## config.mk

```make
export PLATFORM = sky130hd
export DESIGN_NAME = dsadc_sequencer
export DESIGN_NICKNAME = d
export VERILOG_FILES = /design/src/rtl/dsadc_pkg.sv /design/src/rtl/dsadc_sync.sv /design/src/rtl/dsadc_counter.sv /design/src/rtl/dsadc_seq_fsm.sv /design/src/rtl/dsadc_sequencer.sv
export SDC_FILE = /design/constraint.sdc
export NUM_CORES = 1
export LEC_CHECK = 0
export ABC_CLOCK_PERIOD_IN_PS = 2100
export CORE_MARGIN = 5
export CORE_UTILIZATION = 50
export DETAILED_ROUTE_END_ITERATION = 8
export PLACE_DENSITY = 0.86
export SLEW_MARGIN = 10
export SYNTH_ARGS = -nofsm -noshare
export SYNTH_HDL_FRONTEND = slang
export SYNTH_SLANG_ARGS = --single-unit
```

## constraint.sdc

```tcl
create_clock -name clk -period 2.1 [get_ports clk]
set_input_delay 0.21 -clock clk [delete_from_list [all_inputs] [get_ports clk]]
set_output_delay 0.21 -clock clk [all_outputs]
set_load 0.05 [all_outputs]
```

## src/rtl/dsadc_pkg.sv

```systemverilog
package dsadc_pkg;

  typedef enum logic [1:0] {
    PH_IDLE    = 2'd0,
    PH_RUNUP   = 2'd1,
    PH_RUNDOWN = 2'd2
  } phase_t;

endpackage

```

## src/rtl/dsadc_sync.sv

```systemverilog
module dsadc_sync #(
  parameter int STAGES = 2
) (
  input  logic clk,
  input  logic rst_n,
  input  logic async_i,
  output logic sync_o
);

  logic [STAGES-1:0] chain_q;

  generate
    for (genvar g = 0; g < STAGES; g++) begin : g_stage
      if (g == 0) begin : g_first
        always_ff @(posedge clk or negedge rst_n) begin
          if (!rst_n) chain_q[0] <= 1'b0;
          else        chain_q[0] <= async_i;
        end
      end else begin : g_next
        always_ff @(posedge clk or negedge rst_n) begin
          if (!rst_n) chain_q[g] <= 1'b0;
          else        chain_q[g] <= chain_q[g-1];
        end
      end
    end
  endgenerate

  assign sync_o = chain_q[STAGES-1];

endmodule

```

## src/rtl/dsadc_counter.sv

```systemverilog
module dsadc_counter #(
  parameter int CW          = 8,
  parameter int RUNUP_LEN   = 256,
  parameter int FULL_SCALE  = 255
) (
  input  logic          clk,
  input  logic          rst_n,
  input  logic          clr_i,
  output logic [CW-1:0] cnt_o,
  output logic          runup_end_o,
  output logic          full_o
);

  localparam logic [CW-1:0] RUNUP_LAST = CW'(RUNUP_LEN - 1);
  localparam logic [CW-1:0] FULL_VAL   = CW'(FULL_SCALE);

  logic [CW-1:0] cnt_q;

  always_ff @(posedge clk or negedge rst_n) begin
    if (!rst_n)     cnt_q <= '0;
    else if (clr_i) cnt_q <= '0;
    else            cnt_q <= cnt_q + 1'b1;
  end

  assign cnt_o       = cnt_q;
  assign runup_end_o = (cnt_q == RUNUP_LAST);
  assign full_o      = (cnt_q == FULL_VAL);

  AST_CNT_NO_WRAP: assert property (@(posedge clk) disable iff (!rst_n)
    (&cnt_q) |-> clr_i);

endmodule

```

## src/rtl/dsadc_seq_fsm.sv

```systemverilog
module dsadc_seq_fsm
  import dsadc_pkg::*;
#(
  parameter int RES_W = 8
) (
  input  logic             clk,
  input  logic             rst_n,
  input  logic             start_i,
  input  logic             sign_neg_i,
  input  logic             cmp_s_i,
  input  logic             runup_end_i,
  input  logic             full_i,
  input  logic [RES_W-1:0] cnt_i,
  output logic             cnt_clr_o,
  output logic             integ_rst_o,
  output logic             sel_ref_o,
  output logic             ref_pos_o,
  output logic [RES_W-1:0] result_o,
  output logic             over_o,
  output logic             done_o
);

  phase_t           state_q, state_d;
  logic             sign_q;
  logic             prev_q;
  logic             trip, ovf, finish;
  logic [RES_W-1:0] result_q;
  logic             over_q;
  logic             done_q;

  always_comb begin
    trip    = (state_q == PH_RUNDOWN) && prev_q && !cmp_s_i;
    ovf     = (state_q == PH_RUNDOWN) && !trip && full_i;
    finish  = trip || ovf;
    state_d = state_q;
    unique case (state_q)
      PH_IDLE:    if (start_i)     state_d = PH_RUNUP;
      PH_RUNUP:   if (runup_end_i) state_d = PH_RUNDOWN;
      PH_RUNDOWN: if (finish)      state_d = PH_IDLE;
      default:                     state_d = PH_IDLE;
    endcase
  end

  always_ff @(posedge clk or negedge rst_n) begin
    if (!rst_n) begin
      state_q  <= PH_IDLE;
      sign_q   <= 1'b0;
      prev_q   <= 1'b1;
      result_q <= '0;
      over_q   <= 1'b0;
      done_q   <= 1'b0;
    end else begin
      state_q <= state_d;
      done_q  <= finish;
      prev_q  <= (state_q == PH_RUNDOWN) ? cmp_s_i : 1'b1;
      if (state_q == PH_IDLE && start_i) sign_q <= sign_neg_i;
      if (finish) begin
        result_q <= trip ? cnt_i : '1;
        over_q   <= ovf;
      end
    end
  end

  assign cnt_clr_o   = (state_q == PH_IDLE) || (state_q != state_d);
  assign integ_rst_o = (state_q == PH_IDLE);
  assign sel_ref_o   = (state_q == PH_RUNDOWN);
  assign ref_pos_o   = sign_q;
  assign result_o    = result_q;
  assign over_o      = over_q;
  assign done_o      = done_q;

  AST_DONE_PULSE: assert property (@(posedge clk) disable iff (!rst_n)
    done_q |=> !done_q);
  AST_DONE_IN_IDLE: assert property (@(posedge clk) disable iff (!rst_n)
    done_q |-> (state_q == PH_IDLE));
  AST_OVER_FULLSCALE: assert property (@(posedge clk) disable iff (!rst_n)
    over_q |-> (&result_q));
  AST_REF_HELD: assert property (@(posedge clk) disable iff (!rst_n)
    (state_q != PH_IDLE) |=> (state_q == PH_IDLE || $stable(sign_q)));
  AST_RUNUP_NO_ABORT: assert property (@(posedge clk) disable iff (!rst_n)
    (state_q == PH_RUNUP && !runup_end_i) |=> (state_q == PH_RUNUP));
  AST_RUNUP_TO_RUNDOWN: assert property (@(posedge clk) disable iff (!rst_n)
    (state_q == PH_RUNUP && runup_end_i) |=> (state_q == PH_RUNDOWN));

endmodule

```

## src/rtl/dsadc_sequencer.sv

```systemverilog
module dsadc_sequencer #(
  parameter int RES_W        = 8,
  parameter int RUNUP_CYCLES = 1 << RES_W,
  parameter int SYNC_STAGES  = 2
) (
  input  logic             clk,
  input  logic             rst_n,
  input  logic             start_i,
  input  logic             sign_neg_i,
  input  logic             cmp_i,
  output logic             integ_rst_o,
  output logic             sel_ref_o,
  output logic             ref_pos_o,
  output logic [RES_W-1:0] result_o,
  output logic             overrange_o,
  output logic             done_o
);

  localparam int RUNUP_W    = (RUNUP_CYCLES > 1) ? $clog2(RUNUP_CYCLES) : 1;
  localparam int CW         = (RES_W > RUNUP_W) ? RES_W : RUNUP_W;
  localparam int FULL_SCALE = (1 << RES_W) - 1;

  logic          cmp_s;
  logic [CW-1:0] cnt_q;
  logic          cnt_clr;
  logic          runup_end;
  logic          cnt_full;

  dsadc_sync #(.STAGES(SYNC_STAGES)) u_sync (
    .clk     (clk),
    .rst_n   (rst_n),
    .async_i (cmp_i),
    .sync_o  (cmp_s)
  );

  dsadc_counter #(
    .CW         (CW),
    .RUNUP_LEN  (RUNUP_CYCLES),
    .FULL_SCALE (FULL_SCALE)
  ) u_cnt (
    .clk         (clk),
    .rst_n       (rst_n),
    .clr_i       (cnt_clr),
    .cnt_o       (cnt_q),
    .runup_end_o (runup_end),
    .full_o      (cnt_full)
  );

  dsadc_seq_fsm #(.RES_W(RES_W)) u_fsm (
    .clk         (clk),
    .rst_n       (rst_n),
    .start_i     (start_i),
    .sign_neg_i  (sign_neg_i),
    .cmp_s_i     (cmp_s),
    .runup_end_i (runup_end),
    .full_i      (cnt_full),
    .cnt_i       (cnt_q[RES_W-1:0]),
    .cnt_clr_o   (cnt_clr),
    .integ_rst_o (integ_rst_o),
    .sel_ref_o   (sel_ref_o),
    .ref_pos_o   (ref_pos_o),
    .result_o    (result_o),
    .over_o      (overrange_o),
    .done_o      (done_o)
  );

  AST_IDLE_CNT_ZERO: assert property (@(posedge clk) disable iff (!rst_n)
    integ_rst_o |-> (cnt_q == '0));
  AST_SWITCH_EXCLUSIVE: assert property (@(posedge clk) disable iff (!rst_n)
    !(integ_rst_o && sel_ref_o));
  AST_DONE_CLOSES_SWITCH: assert property (@(posedge clk) disable iff (!rst_n)
    $rose(done_o) |-> (integ_rst_o && $past(sel_ref_o)));

endmodule

```

==> results_dict.tcl <==
set metrics [dict create \
    grt_overflow_total 0 \
    pwr-share-clk_pct 22.7 \
    internal_power_w 0.000732 \
    synth_cells 93 \
    synth-edff-count 0 \
    worstSetupStartpointType "flip-flop" \
    via_per_inst 5.44 \
    hold_viol 0 \
    p_seq_share_pct 58.8 \
    io_buffer_count 17 \
    die_width_um 55.7 \
    critPathRequiredTime_ns 1.89 \
    slew_viol_final 0 \
    yosys.cell_count.top_type "dfrtp_1" \
    yosysTopAreaCellShare_pct 55.1 \
    finalClockSkew_ns 0.00191 \
    r2r_end "u_fsm.state_q[1]" \
    finalSetupTns_ns 0 \
    cts-resized-gates 0 \
    nets 120 \
    ant_nets 0 \
    ff2ff_path_depth 3 \
    drc 0 \
    grt_start_max_net_pins 15 \
    ys_types 35 \
    reg2reg_from "u_cnt.cnt_o[0]" \
    antenna_found_initial 0 \
    netlist_area_mm2 0.00104 \
    grt_usage_pct 15.0 \
    async_flop_share_pct 100 \
    ios 18 \
    clock-sinks 24 \
    cts_buffers 3 \
    post_cts_buffers 0 \
    clockRootBuffer "clkbuf_4" \
    grt_pass1_vias 774 \
    powerDensity_mw_per_mm2 846 \
    maxSlewHeadroom_pct 61.8 \
    dr.pass1.iters 4 \
    drtIter0Drc 14 \
    place.gp.congestion 0.809 \
    grt_setup_unrepaired "false" \
    total_power_w 0.00109 \
    antennaDiodeCount 0 \
    synth_common_cells "dfrtp_1 (23), nor2_1 (15), o21ai_0 (5), o22ai_1 (5)" \
    cp_max_fo 7 \
    ys_ff_latch 24 \
    tightestPinTransition_ns 0.571 \
    crit_arrival_ns 1.78 \
    critPathKind "flip-flop to primary output" \
    drive_above_1_share_pct 14.2 \
    wl_per_cell_um 14.5 \
    yosysWarnings 0 \
    grt_pass1_wl_um 3620 \
    clkTransAtPathRegs_ns 0.13 \
    p_switching_w 0.000356 \
    yosysTopAreaCell "dfrtp_1" \
    drv_cap 0 \
    final.period_utilization_pct 94.9 \
    clk_latency_ns 0.32 \
    worst_ir_drop_vdd_uv 592 \
    synth_area_leaders "dfrtp_1 (55%), nor2_1 (5.4%), o22ai_1 (3.0%)" \
    post-place-ws_ns 0.471 \
    routed_wl_um 2030 \
    vias 762 \
    crit_path_end_kind "primary output" \
    cts_max_path_buffers 2 \
    switching_share_pct 32.7 \
    ctsHoldBuffers 0 \
    syn_to_final_growth_pct 23.0 \
    dp_hpwl_um 1540 \
    holdCritPathClass "input pin to asynchronous set/reset pin" \
    seq_area_frac_synth_pct 57.6 \
    cts_tree "built" \
    synth_ff_type "dfrtp_1" \
    max_freq_mhz 502 \
    combPwrFrac_pct 18.5 \
    dp.cells 136 \
    postSynthAreaPerCell_um2 11.2 \
    reg2reg_slack_ns 0.60 \
    ctsHtreeMaxLevel 1 \
    leakage_nw 0.564 \
    row_count 16 \
    start_util_pct 52.7 \
    status "finished clean" \
    fin_cells 140 \
    dieHeight_um 55.7 \
    finalSetupViolCount 0 \
    final.setup.worst_slack_ns 0.107 \
    syn-num-nets 99 \
    min_period_ns 1.99 \
    dieArea_mm2 0.00310 \
    core_mm2 0.00198 \
]
==> power groups by stage <==
| stage | registers (W) | logic (W) | clock network [W] |
|---|---|---|---|
| after detailed placement | 0.000645 | 0.000202 | 0 |
| after global routing | 0.000653 | 0.000235 | 0.000270 |
| after global placement | 0.000637 | 0.000193 | 0 |
| after floorplan | 0.000622 | 0.000148 | 0 |
| final | 0.000639 | 0.000201 | 0.000247 |
| after CTS | 0.000635 | 0.000203 | 0.000249 |
==> critical path, stage by stage (launching register included) <==
cell and delay (ns):
dfrtp_1 0.47, nor2_1 0.17, clkdlybuf4s50_1 0.82
==> sequential cells by signal, summed over array words and instances (netlist names) <==
| signal | flops |
|---|---|
| u_cnt.cnt_o | 8 |
| u_fsm.result_o | 8 |
| u_fsm.state_q | 2 |
| u_fsm.done_o | 1 |
| u_fsm.over_o | 1 |
| u_fsm.prev_q | 1 |
| u_fsm.ref_pos_o | 1 |
| u_sync.chain_q | 1 |
| u_sync.sync_o | 1 |
==> layer usage <==
layer | wire length (um) | vias up | part of all wire, % | GRT usage (%)
li1 | - | 373 | - | -
met1 | 906 | 375 | 45 | 18.8
met2 | 1000 | 10 | 49 | 23.6
met3 | 61 | 4 | 3.0 | 3.25
met4 | 55 | 0 | 2.7 | 9.03
met5 | 0 | - | 0 | 0
==> stage by stage <==
step	hold WS, ns	area [um^2]	utilization (%)
after floorplan	-0.0856	1040	-
after global placement	0.333	1250	63.0
after detailed placement	0.336	1250	63.0
after CTS	0.255	1280	64.8
after global routing	0.278	1280	64.8
final	0.232	1280	64.8
==> final cells by class <==
class                   count  area (um^2)
clock buffers               4         36.3
fillers                   142          697
inverters                   1         3.75
multi-input cells          64          419
flip-flops and latches     24          602
well taps                  27         33.8
repair buffers             20          190
==> cells by family (layout without fill, tap and decap cells) <==
logic type,count (synthesis),count (layout),synth area share [%]
buf+inv,5,25,2.28
simple gates,37,37,20.4
flops,24,24,57.6
mux,4,4,3.95
xor+xnor,3,3,2.52
compound gates,19,19,12.1
fa+ha+maj,1,1,1.20
==> worst max-delay path by stage <==
stage                                 from                end
after global routing      u_fsm.state_q[0]        integ_rst_o
after floorplan           u_fsm.state_q[0]  u_fsm.result_o[0]
after CTS                 u_fsm.state_q[0]        integ_rst_o
after detailed placement  u_fsm.state_q[0]        integ_rst_o
final                     u_fsm.state_q[0]        integ_rst_o
after global placement    u_fsm.state_q[0]        integ_rst_o
==> layout by cell type (no fill, tap or decap), types with 2 or more instances in the layout <==
| cell | n |
|---|---|
| a211oi_1 | 2 |
| a21oi_1 | 2 |
| buf_4 | 4 |
| clkbuf_4 | 3 |
| clkdlybuf4s50_1 | 16 |
| dfrtp_1 | 23 |
| mux2i_1 | 3 |
| nand2_1 | 4 |
| nand3_1 | 4 |
| nand4_2 | 2 |
| nor2_1 | 15 |
| nor3_1 | 2 |
| o21ai_0 | 5 |
| o22ai_1 | 5 |
| xor2_1 | 2 |
(Power assumes the default switching activity.)
